`src/rtl/statusRdPkg.sv`:
```
package statusRdPkg;
  typedef enum logic [1:0] {DRV_REL, DRV_ACK, DRV_DATA} drvModeT;

  typedef struct packed {
    logic    clrCnt;
    logic    capRx;
    logic    loadTx;
    logic    shiftTx;
    logic    capMack;
    logic    clrPor;
    drvModeT drv;
  } ctrlStrobeT;
endpackage

```
`src/rtl/statusRdDatapath.sv`:
```
module statusRdDatapath
  import statusRdPkg::*;
#(
  parameter int SYNC_DEPTH = 2,
  parameter int BYTE_W     = 8,
  parameter int SEL_W      = 2,
  parameter int CODE_W     = 3,
  parameter logic [BYTE_W-SEL_W-2:0] FIXED_ADDR = 5'b11000,
  localparam int CNT_W     = $clog2(BYTE_W + 1)
) (
  input  logic              clk,
  input  logic              rstN,
  input  logic              sclIn,
  input  logic              sdaIn,
  input  logic [SEL_W-1:0]  selBits,
  input  logic              lockFlag,
  input  logic              agcFlag,
  input  logic [CODE_W-1:0] convCode,
  input  ctrlStrobeT        ctrl,
  output logic              sclRise,
  output logic              sclFall,
  output logic              startEv,
  output logic              stopEv,
  output logic [CNT_W-1:0]  bitCnt,
  output logic              addrMatch,
  output logic              isRead,
  output logic              mackAck,
  output logic              sdaPullLow
);
  logic [SYNC_DEPTH-1:0] sclPipe, sdaPipe;
  logic sclS, sdaS, sclPrev, sdaPrev;
  logic [BYTE_W-1:0] rxReg, txReg, statusWord;
  logic porFlag;

  for (genvar i = 0; i < SYNC_DEPTH; i++) begin : g_sync
    if (i == 0) begin : g_first
      always_ff @(posedge clk or negedge rstN)
        if (!rstN) begin
          sclPipe[0] <= 1'b1;
          sdaPipe[0] <= 1'b1;
        end else begin
          sclPipe[0] <= sclIn;
          sdaPipe[0] <= sdaIn;
        end
    end else begin : g_next
      always_ff @(posedge clk or negedge rstN)
        if (!rstN) begin
          sclPipe[i] <= 1'b1;
          sdaPipe[i] <= 1'b1;
        end else begin
          sclPipe[i] <= sclPipe[i-1];
          sdaPipe[i] <= sdaPipe[i-1];
        end
    end
  end

  assign sclS = sclPipe[SYNC_DEPTH-1];
  assign sdaS = sdaPipe[SYNC_DEPTH-1];

  always_ff @(posedge clk or negedge rstN)
    if (!rstN) begin
      sclPrev <= 1'b1;
      sdaPrev <= 1'b1;
    end else begin
      sclPrev <= sclS;
      sdaPrev <= sdaS;
    end

  assign sclRise = sclS & ~sclPrev;
  assign sclFall = ~sclS & sclPrev;
  assign startEv = sclS & sclPrev & sdaPrev & ~sdaS;
  assign stopEv  = sclS & sclPrev & ~sdaPrev & sdaS;

  assign statusWord = {porFlag, lockFlag, 2'b11, agcFlag, convCode};

  always_ff @(posedge clk or negedge rstN)
    if (!rstN) begin
      rxReg   <= '0;
      txReg   <= '1;
      bitCnt  <= '0;
      porFlag <= 1'b1;
      mackAck <= 1'b0;
    end else begin
      if (ctrl.capRx)   rxReg <= {rxReg[BYTE_W-2:0], sdaS};
      if (ctrl.loadTx)  txReg <= statusWord;
      else if (ctrl.shiftTx) txReg <= {txReg[BYTE_W-2:0], 1'b1};
      if (ctrl.clrCnt)  bitCnt <= '0;
      else if (ctrl.capRx || ctrl.shiftTx) bitCnt <= bitCnt + 1'b1;
      if (ctrl.clrPor)  porFlag <= 1'b0;
      if (ctrl.capMack) mackAck <= ~sdaS;
    end

  assign addrMatch = (rxReg[BYTE_W-1:SEL_W+1] == FIXED_ADDR) && (rxReg[SEL_W:1] == selBits);
  assign isRead    = rxReg[0];
  assign sdaPullLow = (ctrl.drv == DRV_ACK) || ((ctrl.drv == DRV_DATA) && !txReg[BYTE_W-1]);
endmodule

```
`src/rtl/statusRdControl.sv`:
```
module statusRdControl
  import statusRdPkg::*;
#(
  parameter int BYTE_W = 8,
  localparam int CNT_W = $clog2(BYTE_W + 1)
) (
  input  logic             clk,
  input  logic             rstN,
  input  logic             sclRise,
  input  logic             sclFall,
  input  logic             startEv,
  input  logic             stopEv,
  input  logic [CNT_W-1:0] bitCnt,
  input  logic             addrMatch,
  input  logic             isRead,
  input  logic             mackAck,
  output ctrlStrobeT       ctrl
);
  typedef enum logic [2:0] {ST_IDLE, ST_ADDR, ST_AACK, ST_TX, ST_MACK, ST_SKIP} stateT;
  localparam logic [CNT_W-1:0] FULL = CNT_W'(BYTE_W);
  localparam logic [CNT_W-1:0] LAST = CNT_W'(BYTE_W - 1);

  stateT state, nextState;

  always_ff @(posedge clk or negedge rstN)
    if (!rstN) state <= ST_IDLE;
    else       state <= nextState;

  always_comb begin
    ctrl      = '0;
    ctrl.drv  = DRV_REL;
    nextState = state;
    if (stopEv) begin
      nextState   = ST_IDLE;
      ctrl.clrCnt = 1'b1;
    end else if (startEv) begin
      nextState   = ST_ADDR;
      ctrl.clrCnt = 1'b1;
    end else begin
      unique case (state)
        ST_ADDR: begin
          if (sclRise && bitCnt != FULL) ctrl.capRx = 1'b1;
          if (sclFall && bitCnt == FULL) begin
            ctrl.clrCnt = 1'b1;
            nextState   = addrMatch ? ST_AACK : ST_SKIP;
          end
        end
        ST_AACK: begin
          ctrl.drv = DRV_ACK;
          if (sclFall) begin
            if (isRead) begin
              ctrl.loadTx = 1'b1;
              nextState   = ST_TX;
            end else begin
              nextState   = ST_SKIP;
            end
          end
        end
        ST_TX: begin
          ctrl.drv = DRV_DATA;
          if (sclFall) begin
            if (bitCnt == LAST) begin
              ctrl.clrCnt = 1'b1;
              nextState   = ST_MACK;
            end else begin
              ctrl.shiftTx = 1'b1;
            end
          end
        end
        ST_MACK: begin
          if (sclRise) ctrl.capMack = 1'b1;
          if (sclFall) begin
            if (mackAck) begin
              ctrl.loadTx = 1'b1;
              nextState   = ST_TX;
            end else begin
              ctrl.clrPor = 1'b1;
              nextState   = ST_SKIP;
            end
          end
        end
        default: ;
      endcase
    end
  end
endmodule

```
`src/rtl/statusReadPort.sv`:
```
module statusReadPort
  import statusRdPkg::*;
#(
  parameter int SYNC_DEPTH = 2,
  parameter int BYTE_W     = 8,
  parameter int SEL_W      = 2,
  parameter int CODE_W     = 3,
  parameter logic [BYTE_W-SEL_W-2:0] FIXED_ADDR = 5'b11000,
  localparam int CNT_W     = $clog2(BYTE_W + 1)
) (
  input  logic              clk,
  input  logic              rstN,
  input  logic              sclIn,
  input  logic              sdaIn,
  output logic              sdaPullLow,
  input  logic [SEL_W-1:0]  selBits,
  input  logic              lockFlag,
  input  logic              agcFlag,
  input  logic [CODE_W-1:0] convCode
);
  ctrlStrobeT       ctrl;
  logic             sclRise, sclFall, startEv, stopEv;
  logic             addrMatch, isRead, mackAck;
  logic [CNT_W-1:0] bitCnt;

  statusRdDatapath #(
    .SYNC_DEPTH(SYNC_DEPTH), .BYTE_W(BYTE_W), .SEL_W(SEL_W),
    .CODE_W(CODE_W), .FIXED_ADDR(FIXED_ADDR)
  ) i_dp (
    .clk(clk), .rstN(rstN), .sclIn(sclIn), .sdaIn(sdaIn),
    .selBits(selBits), .lockFlag(lockFlag), .agcFlag(agcFlag),
    .convCode(convCode), .ctrl(ctrl),
    .sclRise(sclRise), .sclFall(sclFall), .startEv(startEv), .stopEv(stopEv),
    .bitCnt(bitCnt), .addrMatch(addrMatch), .isRead(isRead),
    .mackAck(mackAck), .sdaPullLow(sdaPullLow)
  );

  statusRdControl #(.BYTE_W(BYTE_W)) i_ctl (
    .clk(clk), .rstN(rstN), .sclRise(sclRise), .sclFall(sclFall),
    .startEv(startEv), .stopEv(stopEv), .bitCnt(bitCnt),
    .addrMatch(addrMatch), .isRead(isRead), .mackAck(mackAck), .ctrl(ctrl)
  );
endmodule

```
`config.mk`:
```
export PLATFORM = sky130hd
export DESIGN_NAME = statusReadPort
export DESIGN_NICKNAME = d
export VERILOG_FILES = /design/src/rtl/statusRdPkg.sv /design/src/rtl/statusRdDatapath.sv /design/src/rtl/statusRdControl.sv /design/src/rtl/statusReadPort.sv
export SDC_FILE = /design/constraint.sdc
export NUM_CORES = 1
export LEC_CHECK = 0
export ABC_AREA = 0
export BUFFER_PORTS_ARGS = -buffer_cell sky130_fd_sc_hd__buf_2
export CORE_ASPECT_RATIO = 0.5
export CORE_UTILIZATION = 46
export DETAILED_ROUTE_END_ITERATION = 10
export RECOVER_POWER = 100
export SYNTH_ARGS = -nofsm -noshare
export SYNTH_HDL_FRONTEND = slang
export SYNTH_SLANG_ARGS = --single-unit
```
`constraint.sdc`:
```
create_clock -name clk -period 2.4 [get_ports clk]
set_clock_uncertainty 0.2 [all_clocks]
set_input_delay 0.48 -clock clk [delete_from_list [all_inputs] [get_ports clk]]
set_output_delay 0.48 -clock clk [all_outputs]
set_load 0.02 [all_outputs]
```
==> impl_metrics.env, run 1 <==
export IMPL_holdCritPathClass="input port to register"
export IMPL_area_growth_pct=12.0
export IMPL_regArea_um2=795
export IMPL_synthMuxAreaShare_pct=3.10
export IMPL_multiInputGateArea_um2=748
export IMPL_slew_violations=32
export IMPL_crit_slowest_cell="dfstp_2"
export IMPL_die_w_um=85.8
export IMPL_worstMarginPinSlew_ns=1.63
export IMPL_syn_instance_count=158
export IMPL_cts_resized_gates=0
export IMPL_cts_tree="built"
export IMPL_finalSetupViolCount=0
export IMPL_synth_compound_area_share_pct=13.0
export IMPL_synthAdderAreaFrac_pct=1.55
export IMPL_fmax_mhz=421
export IMPL_remaining_drc_errors=0
export IMPL_fp_dieH_um=43.9
export IMPL_dieArea_um2=3760
export IMPL_viasPerCell=5.43
export IMPL_drt_wirelength_per_cell_um=15.1
export IMPL_synth_top_family_by_area="simple AND/OR/NAND/NOR gates"
export IMPL_arrival_ns=1.69
export IMPL_crit_chain="xor2_1, and3_1, a211oi_1, buf_2"
export IMPL_synth_nets=171
export IMPL_synth_simple_area_share_pct=27.1
export IMPL_violations="max-capacitance violations, max-slew violations"
export IMPL_powerDensity_nw_per_um2=980
export IMPL_crit_cells=4
export IMPL_cts_path_max_buffers=2
export IMPL_rsz0062_at_grt="false"
export IMPL_syn_area_per_cell_um2=10.2
export IMPL_nets=183
export IMPL_clk_latency_ns=0.28
export IMPL_hold_viol_final=0
export IMPL_drv_cap=1
export IMPL_cts_root_buffer="clkbuf_8"
export IMPL_fin_util_pct=57.0
export IMPL_yosys_warnings=0
export IMPL_overflow=0
export IMPL_rr_worst_depth=4
export IMPL_num_rows=14
export IMPL_ys_ff_latch=31
export IMPL_n_fill_cell=288
export IMPL_cp_buffers_inverters=1
export IMPL_outcome="complete, but fails checks"
export IMPL_path_class="register to output port"
export IMPL_seq_area_frac_synth_pct=49.2
export IMPL_io_pins=12
export IMPL_antenna_found_initial=0
export IMPL_max_slew_margin_pct=-8.40
export IMPL_dp_hpwl_um=2230
export IMPL_cp_end_kind="output port"
export IMPL_crit_family="flip-flops"
export IMPL_crit_fanout=6
export IMPL_grt_pass1_vias=1175
export IMPL_wirelength_um=3300
export IMPL_path_clk_slew_ns=0.06
export IMPL_vdd_ir_drop_max_uv=446
export IMPL_hold_depth=1
export IMPL_finalCriticalPeriod_ns=2.37
export IMPL_final_antenna_net_count=0
export IMPL_timing_final_crit_share_pct=98.9
export IMPL_grt_pass1_wl_um=5550
export IMPL_first_iter_violations=93
export IMPL_grt_usage_pct=20.4
export IMPL_cpPeakStageDelay_ns=0.59
export IMPL_vias=1189
export IMPL_drive_above_1_share_pct=19.9
export IMPL_cts_buffers=5
export IMPL_cp_start_kind="register"
export IMPL_diodes=0
export IMPL_synth_area_um2=1610
export IMPL_synth_xor_area_share_pct=2.17
export IMPL_core_area_um2=3170
export IMPL_cts_setup_buffers=0
export IMPL_htree_levels=2
export IMPL_grt_max_degree=32
export IMPL_setup_tns_ns=0
export IMPL_firstDrtPassIters=4
export IMPL_leakage_nw=0.782
export IMPL_start_util_pct=50.9
export IMPL_cts_sinks=31
export IMPL_required_ns=1.72
export IMPL_port_buffers=11
export IMPL_place_gp_congestion=0.811
export IMPL_postCtsHoldBufs=0
export IMPL_yosysUniqueCellTypes=42
## cell usage in the layout, fill, tap and decap left out, types with 3 or more instances in the layout
cell / synthesis / layout
nand4_1: 3 / 3
dfstp_2: 15 / 13
nor2_1: 3 / 3
inv_1: 3 / 3
and3_1: 3 / 3
nand3_1: 10 / 10
nand3b_1: 6 / 6
xnor2_1: 3 / 3
a21oi_1: 6 / 6
o21ai_0: 4 / 4
a22oi_1: 4 / 4
mux2i_1: 5 / 5
dfrtp_1: 16 / 16
nor3_1: 3 / 3
nand2_1: 36 / 36
clkbuf_8: 0 / 5
buf_2: 1 / 10
## power breakdown
| part | internal [mW] | switching [mW] | leakage, nW | total (mW) |
|---|---|---|---|---|
| Clock | 0.415 | 0.191 | 0.0654 | 0.606 |
| Sequential | 0.727 | 0.147 | 0.364 | 0.874 |
| Combinational | 0.140 | 0.152 | 0.352 | 0.292 |
| Total | 1.28 | 0.490 | 0.782 | 1.77 |
## worst paths after layout
kind                            slack [ns]             from               to
worst max-delay path                  0.03        i_dp.sdaS       sdaPullLow
worst min-delay path                   0.1            sdaIn  i_dp.sdaPipe[0]
worst max register to register        0.26   i_ctl.state[1]   i_dp.bitCnt[0]
worst min register to register        0.16  i_dp.sdaPipe[0]        i_dp.sdaS
max in group asynchronous             0.65             rstN     i_dp.mackAck
min in group asynchronous             0.40             rstN   i_dp.bitCnt[2]
## metrics by stage
| stage | area [um^2] | worst slack (ns) | hold slack, ns | instances | power [mW] |
|---|---|---|---|---|---|
| 4_1_cts | 1820 | 0.0448 | 0.0578 | 219 | 1.80 |
| 3_3_place_gp | 1690 | 0.390 | 0.146 | 211 | 1.17 |
| 5_1_grt | 1810 | 0.00720 | 0.0821 | 219 | 1.89 |
| 3_5_place_dp | 1690 | 0.369 | 0.148 | 211 | 1.18 |
| 2_1_floorplan | 1610 | 0.324 | -0.0156 | 158 | 1.08 |
| 6_report | 1810 | 0.0268 | 0.0991 | 219 | 1.77 |
## state kept, by name, indices dropped and copies added (netlist names)
| name | flops |
|---|---|
| i_dp.bitCnt | 4 |
| i_dp.porFlag | 1 |
| i_dp.sdaPipe | 1 |
| i_dp.mackAck | 1 |
| i_ctl.state | 3 |
| i_dp.sdaS | 1 |
| i_dp.sdaPrev | 1 |
| i_dp.txReg | 8 |
| i_dp.sclPrev | 1 |
| i_dp.sclS | 1 |
| i_dp.sclPipe | 1 |
| i_dp.rxReg | 8 |
## worst reg2reg max path: stages (launching register included)
cell and delay [ns]:
dfrtp_1 0.61, nand4b_1 0.20, a2111o_1 0.38, a21boi_0 0.49, nor3_1 0.12
## routing by layer
metal,GRT usage [%],wire (um),up-vias
met5,0,0,-
met4,7.67,14,0
met3,7.43,170,2
met2,28.0,1360,23
met1,29.3,1750,572
li1,-,-,592
## layout make-up
cell class,instances,share of cell area [%]
clock buffer,6,4.01
clock inverter,2,3.32
inverter,3,0.623
multi-input combinational,117,41.4
sequential,31,43.9
tap,48,3.32
timing repair buffer,12,3.39
## synthesized netlist by cell type, drive strengths merged
| library cell | count | share of area [%] |
|---|---|---|
| xnor2 | 3 | 1.6 |
| nand4b | 2 | 1.1 |
| a211oi | 2 | 1.2 |
| o31a | 2 | 1.1 |
| and3b | 2 | 1.1 |
| o32ai | 1 | 1.0 |
| xor2 | 1 | 0.54 |
| inv | 3 | 0.70 |
| nor2 | 3 | 0.70 |
| o21ai | 4 | 1.2 |
| a311o | 1 | 0.62 |
| nand4bb | 1 | 0.70 |
| a32oi | 1 | 0.54 |
| clkbuf | 1 | 0.23 |
| a21o | 2 | 0.93 |
| and4bb | 2 | 1.6 |
| nor4b | 1 | 0.54 |
| nand4 | 3 | 1.2 |
| dfstp | 15 | 24 |
| or3b | 2 | 1.4 |
| buf | 6 | 2.9 |
| o21a | 1 | 0.47 |
| ha | 2 | 1.6 |
| a22oi | 4 | 1.9 |
| a2111o | 1 | 0.70 |
| and3 | 3 | 1.2 |
| nand3b | 6 | 2.8 |
| mux2i | 5 | 3.1 |
| o31ai | 1 | 0.47 |
| dfrtp | 16 | 25 |
| nand2 | 36 | 8.4 |
| nand3 | 10 | 3.1 |
| a21boi | 1 | 0.47 |
| nand2b | 2 | 0.78 |
| a211o | 1 | 0.54 |
| nor4 | 1 | 1.3 |
| a21oi | 6 | 1.9 |
| nor3b | 1 | 0.47 |
| nor3 | 3 | 0.93 |
## kinds of logic after synthesis
logic type | after synthesis
AND/OR/NAND/NOR | 78
flip-flops | 31
AO/OA/AOI/OAI | 28
buffers and inverters | 10
multiplexers | 5
XOR/XNOR | 4
adder cells (fa/ha/maj) | 2
Power figures use the tool's default switching activity.
==> inputs of run 2 (changes only) <==
--- a/config.mk
+++ b/config.mk
@@ -6,10 +6,11 @@
 export NUM_CORES = 1
 export LEC_CHECK = 0
 export ABC_AREA = 0
-export BUFFER_PORTS_ARGS = -buffer_cell sky130_fd_sc_hd__buf_2
-export CORE_ASPECT_RATIO = 0.5
+export CORE_ASPECT_RATIO = 1.2
 export CORE_UTILIZATION = 46
+export CTS_CLUSTER_DIAMETER = 50
 export DETAILED_ROUTE_END_ITERATION = 10
+export DONT_BUFFER_PORTS = 1
 export RECOVER_POWER = 100
 export SYNTH_ARGS = -nofsm -noshare
 export SYNTH_HDL_FRONTEND = slang
==> run 2 against run 1 <==
  * The run now ends clean
  * Critical endpoint unchanged
  * Cell count is 7.8% lower
  * Sequential power about the same
  * Combinational power down 1%
  * Register-to-register slack got worse by 0.16 ns
  * Largest cell class unchanged
  * Sequential share of layout area grew 1.8 points
  * Largest power group unchanged
  * Worst hold slack got worse by 0.019 ns
  * Fmax rose by 2.1%
  * Final area decreased by 3.9%
  * Wire length fell by 3.4%
  * Core utilization fell by 5.0 points
  * Power decreased by 10%
  * Clock power fell by 29%
==> impl_metrics.env, run 2 (synthesis results as in run 1) <==
export IMPL_dieArea_um2=3750
export IMPL_p_seq_share_pct=54.9
export IMPL_cp_start_kind="register"
export IMPL_leakage_nw=0.753
export IMPL_netSwitchingPower_mw=0.492
export IMPL_mostFrequentLayoutCell="nand2_1"
export IMPL_fmax_mhz=430
export IMPL_dr_wl_met2_um=1480
export IMPL_final_cell_mix="nand2_1 (36), dfrtp_1 (16), dfstp_2 (13), nand3_1 (10)"
export IMPL_grt_usage_pct=19.6
export IMPL_max_slew_margin_pct=13.2
export IMPL_outcome="finished, final reports clean"
export IMPL_rsz0062_at_grt="false"
export IMPL_die_w_um=56.1
export IMPL_viasPerCell=5.87
export IMPL_antenna_found_initial=0
export IMPL_place_gp_congestion=0.853
export IMPL_remaining_drc_errors=0
export IMPL_dp_hpwl_um=2160
export IMPL_placed_cell_area_um2=1630
export IMPL_switching_share_pct=31.0
export IMPL_cts_path_max_buffers=2
export IMPL_highest_layer="met4"
export IMPL_drv_cap=0
export IMPL_drive_above_1_share_pct=14.5
export IMPL_first_iter_violations=38
export IMPL_p_int_mw=1.10
export IMPL_crit_slowest_cell="dfstp_2"
export IMPL_overflow=0
export IMPL_crit_fanout=6
export IMPL_io_pins=12
export IMPL_hold_viol_final=0
export IMPL_nets=177
export IMPL_arrival_ns=1.65
export IMPL_place_ws_ns=0.415
export IMPL_grt_pass1_vias=1181
export IMPL_vias=1186
export IMPL_cp_end_kind="output port"
export IMPL_drt_wirelength_per_cell_um=15.8
export IMPL_diodes=0
export IMPL_finalSetupViolCount=0
export IMPL_start_util_pct=48.4
export IMPL_design_area_um2=1740
export IMPL_final_antenna_net_count=0
export IMPL_fp_dieH_um=66.9
export IMPL_finalCriticalPeriod_ns=2.33
export IMPL_powerDensity_nw_per_um2=914
export IMPL_port_buffers=0
export IMPL_setup_tns_ns=0
export IMPL_crit_chain="xor2_1, and3_1, a211oi_1, clkbuf_2"
export IMPL_cpPeakStageDelay_ns=0.59
export IMPL_worst_slack_ns=0.0749
export IMPL_wirelength_um=3190
export IMPL_grt_pass1_wl_um=5530
export IMPL_timing_final_crit_share_pct=96.9
export IMPL_fin_util_pct=52.0
export IMPL_cts_setup_buffers=0
export IMPL_required_ns=1.72
export IMPL_wl_met1_um=1510
export IMPL_grt_max_degree=32
export IMPL_core_area_um2=3340
export IMPL_area_growth_pct=7.60
export IMPL_met3_length_um=119
export IMPL_cts_buffers=5
export IMPL_top_regs="i_dp.rxReg x8, i_dp.txReg x8, i_dp.bitCnt x4"
export IMPL_slew_violations=0
export IMPL_n_fill_cell=318
export IMPL_vdd_ir_drop_max_uv=622
export IMPL_firstDrtPassIters=4
export IMPL_worstMarginPinSlew_ns=1.30
export IMPL_path_clk_slew_ns=0.07
export IMPL_cts_root_buffer="clkbuf_8"
export IMPL_num_rows=23
export IMPL_hold_ws_ns=0.0806
export IMPL_clk_latency_ns=0.29
export IMPL_path_class="register to output port"
export IMPL_cts_tree="built"
export IMPL_cts_sinks=31
export IMPL_holdCritPathClass="input port to register"
export IMPL_clkPwrFrac_pct=26.9
export IMPL_pwr_share_comb_pct=18.1
export IMPL_htree_levels=2
==> run 2: what timing repair did <==
item | 4_1_cts | 5_1_grt
gates resized for setup | 0 | 0
hold buffers | 4 | 0
hold endpoints to repair | 33 | 0
==> run 2: path summary, 6_finish.rpt <==
check                                  to  slack (ns)       startpoint  cells after the start
min in group asynchronous  i_ctl.state[2]        0.82             rstN                      2
max                            sdaPullLow        0.07        i_dp.sdaS                      4
min                         i_dp.txReg[0]        0.08      convCode[0]                      2
max in group asynchronous   i_dp.rxReg[3]        0.40             rstN                      2
min reg2reg                     i_dp.sdaS        0.16  i_dp.sdaPipe[0]                      0
max reg2reg                i_ctl.state[2]        0.10     i_dp.sclPrev                      4
==> run 2: cell type report <==
type / instances / area [um^2] / share of cell area (%)
inverters: 3 / 11.3 / 0.648
repair buffers: 6 / 55.1 / 3.17
well taps: 37 / 46.3 / 2.67
flip-flops and latches: 31 / 795 / 45.7
clock inverters: 1 / 5.00 / 0.288
multi-input cells: 117 / 738 / 42.5
clock buffers: 7 / 86.3 / 4.97
==> run 2: metal layers <==
layer  up-vias  track usage [%]
li1        578                -
met1       580             25.4
met2        22             30.1
met3         6             4.66
met4         0             11.0
met5         -                0
==> run 2: critical path, delay by kind of cell (launching register included) <==
family                 cells  cell delay, ns
AO/OA/AOI/OAI              1            0.24
XOR/XNOR                   1            0.11
buffers and inverters      1            0.21
flip-flops                 1            0.59
AND/OR/NAND/NOR            1            0.21
==> run 2: power groups by stage <==
stage          sequential, mW  combinational, mW  clock (mW)
2_1_floorplan           0.825              0.258           0
3_3_place_gp            0.875              0.272           0
3_5_place_dp            0.880              0.280           0
6_report                0.872              0.288       0.428
4_1_cts                 0.873              0.300       0.446
5_1_grt                 0.897              0.347       0.461
==> run 2: through the flow <==
step                      power, mW  std cells
after floorplan                1.08        158
after global placement         1.15        190
after detailed placement       1.16        190
after CTS                      1.62        202
after global routing           1.70        202
final                          1.59        202
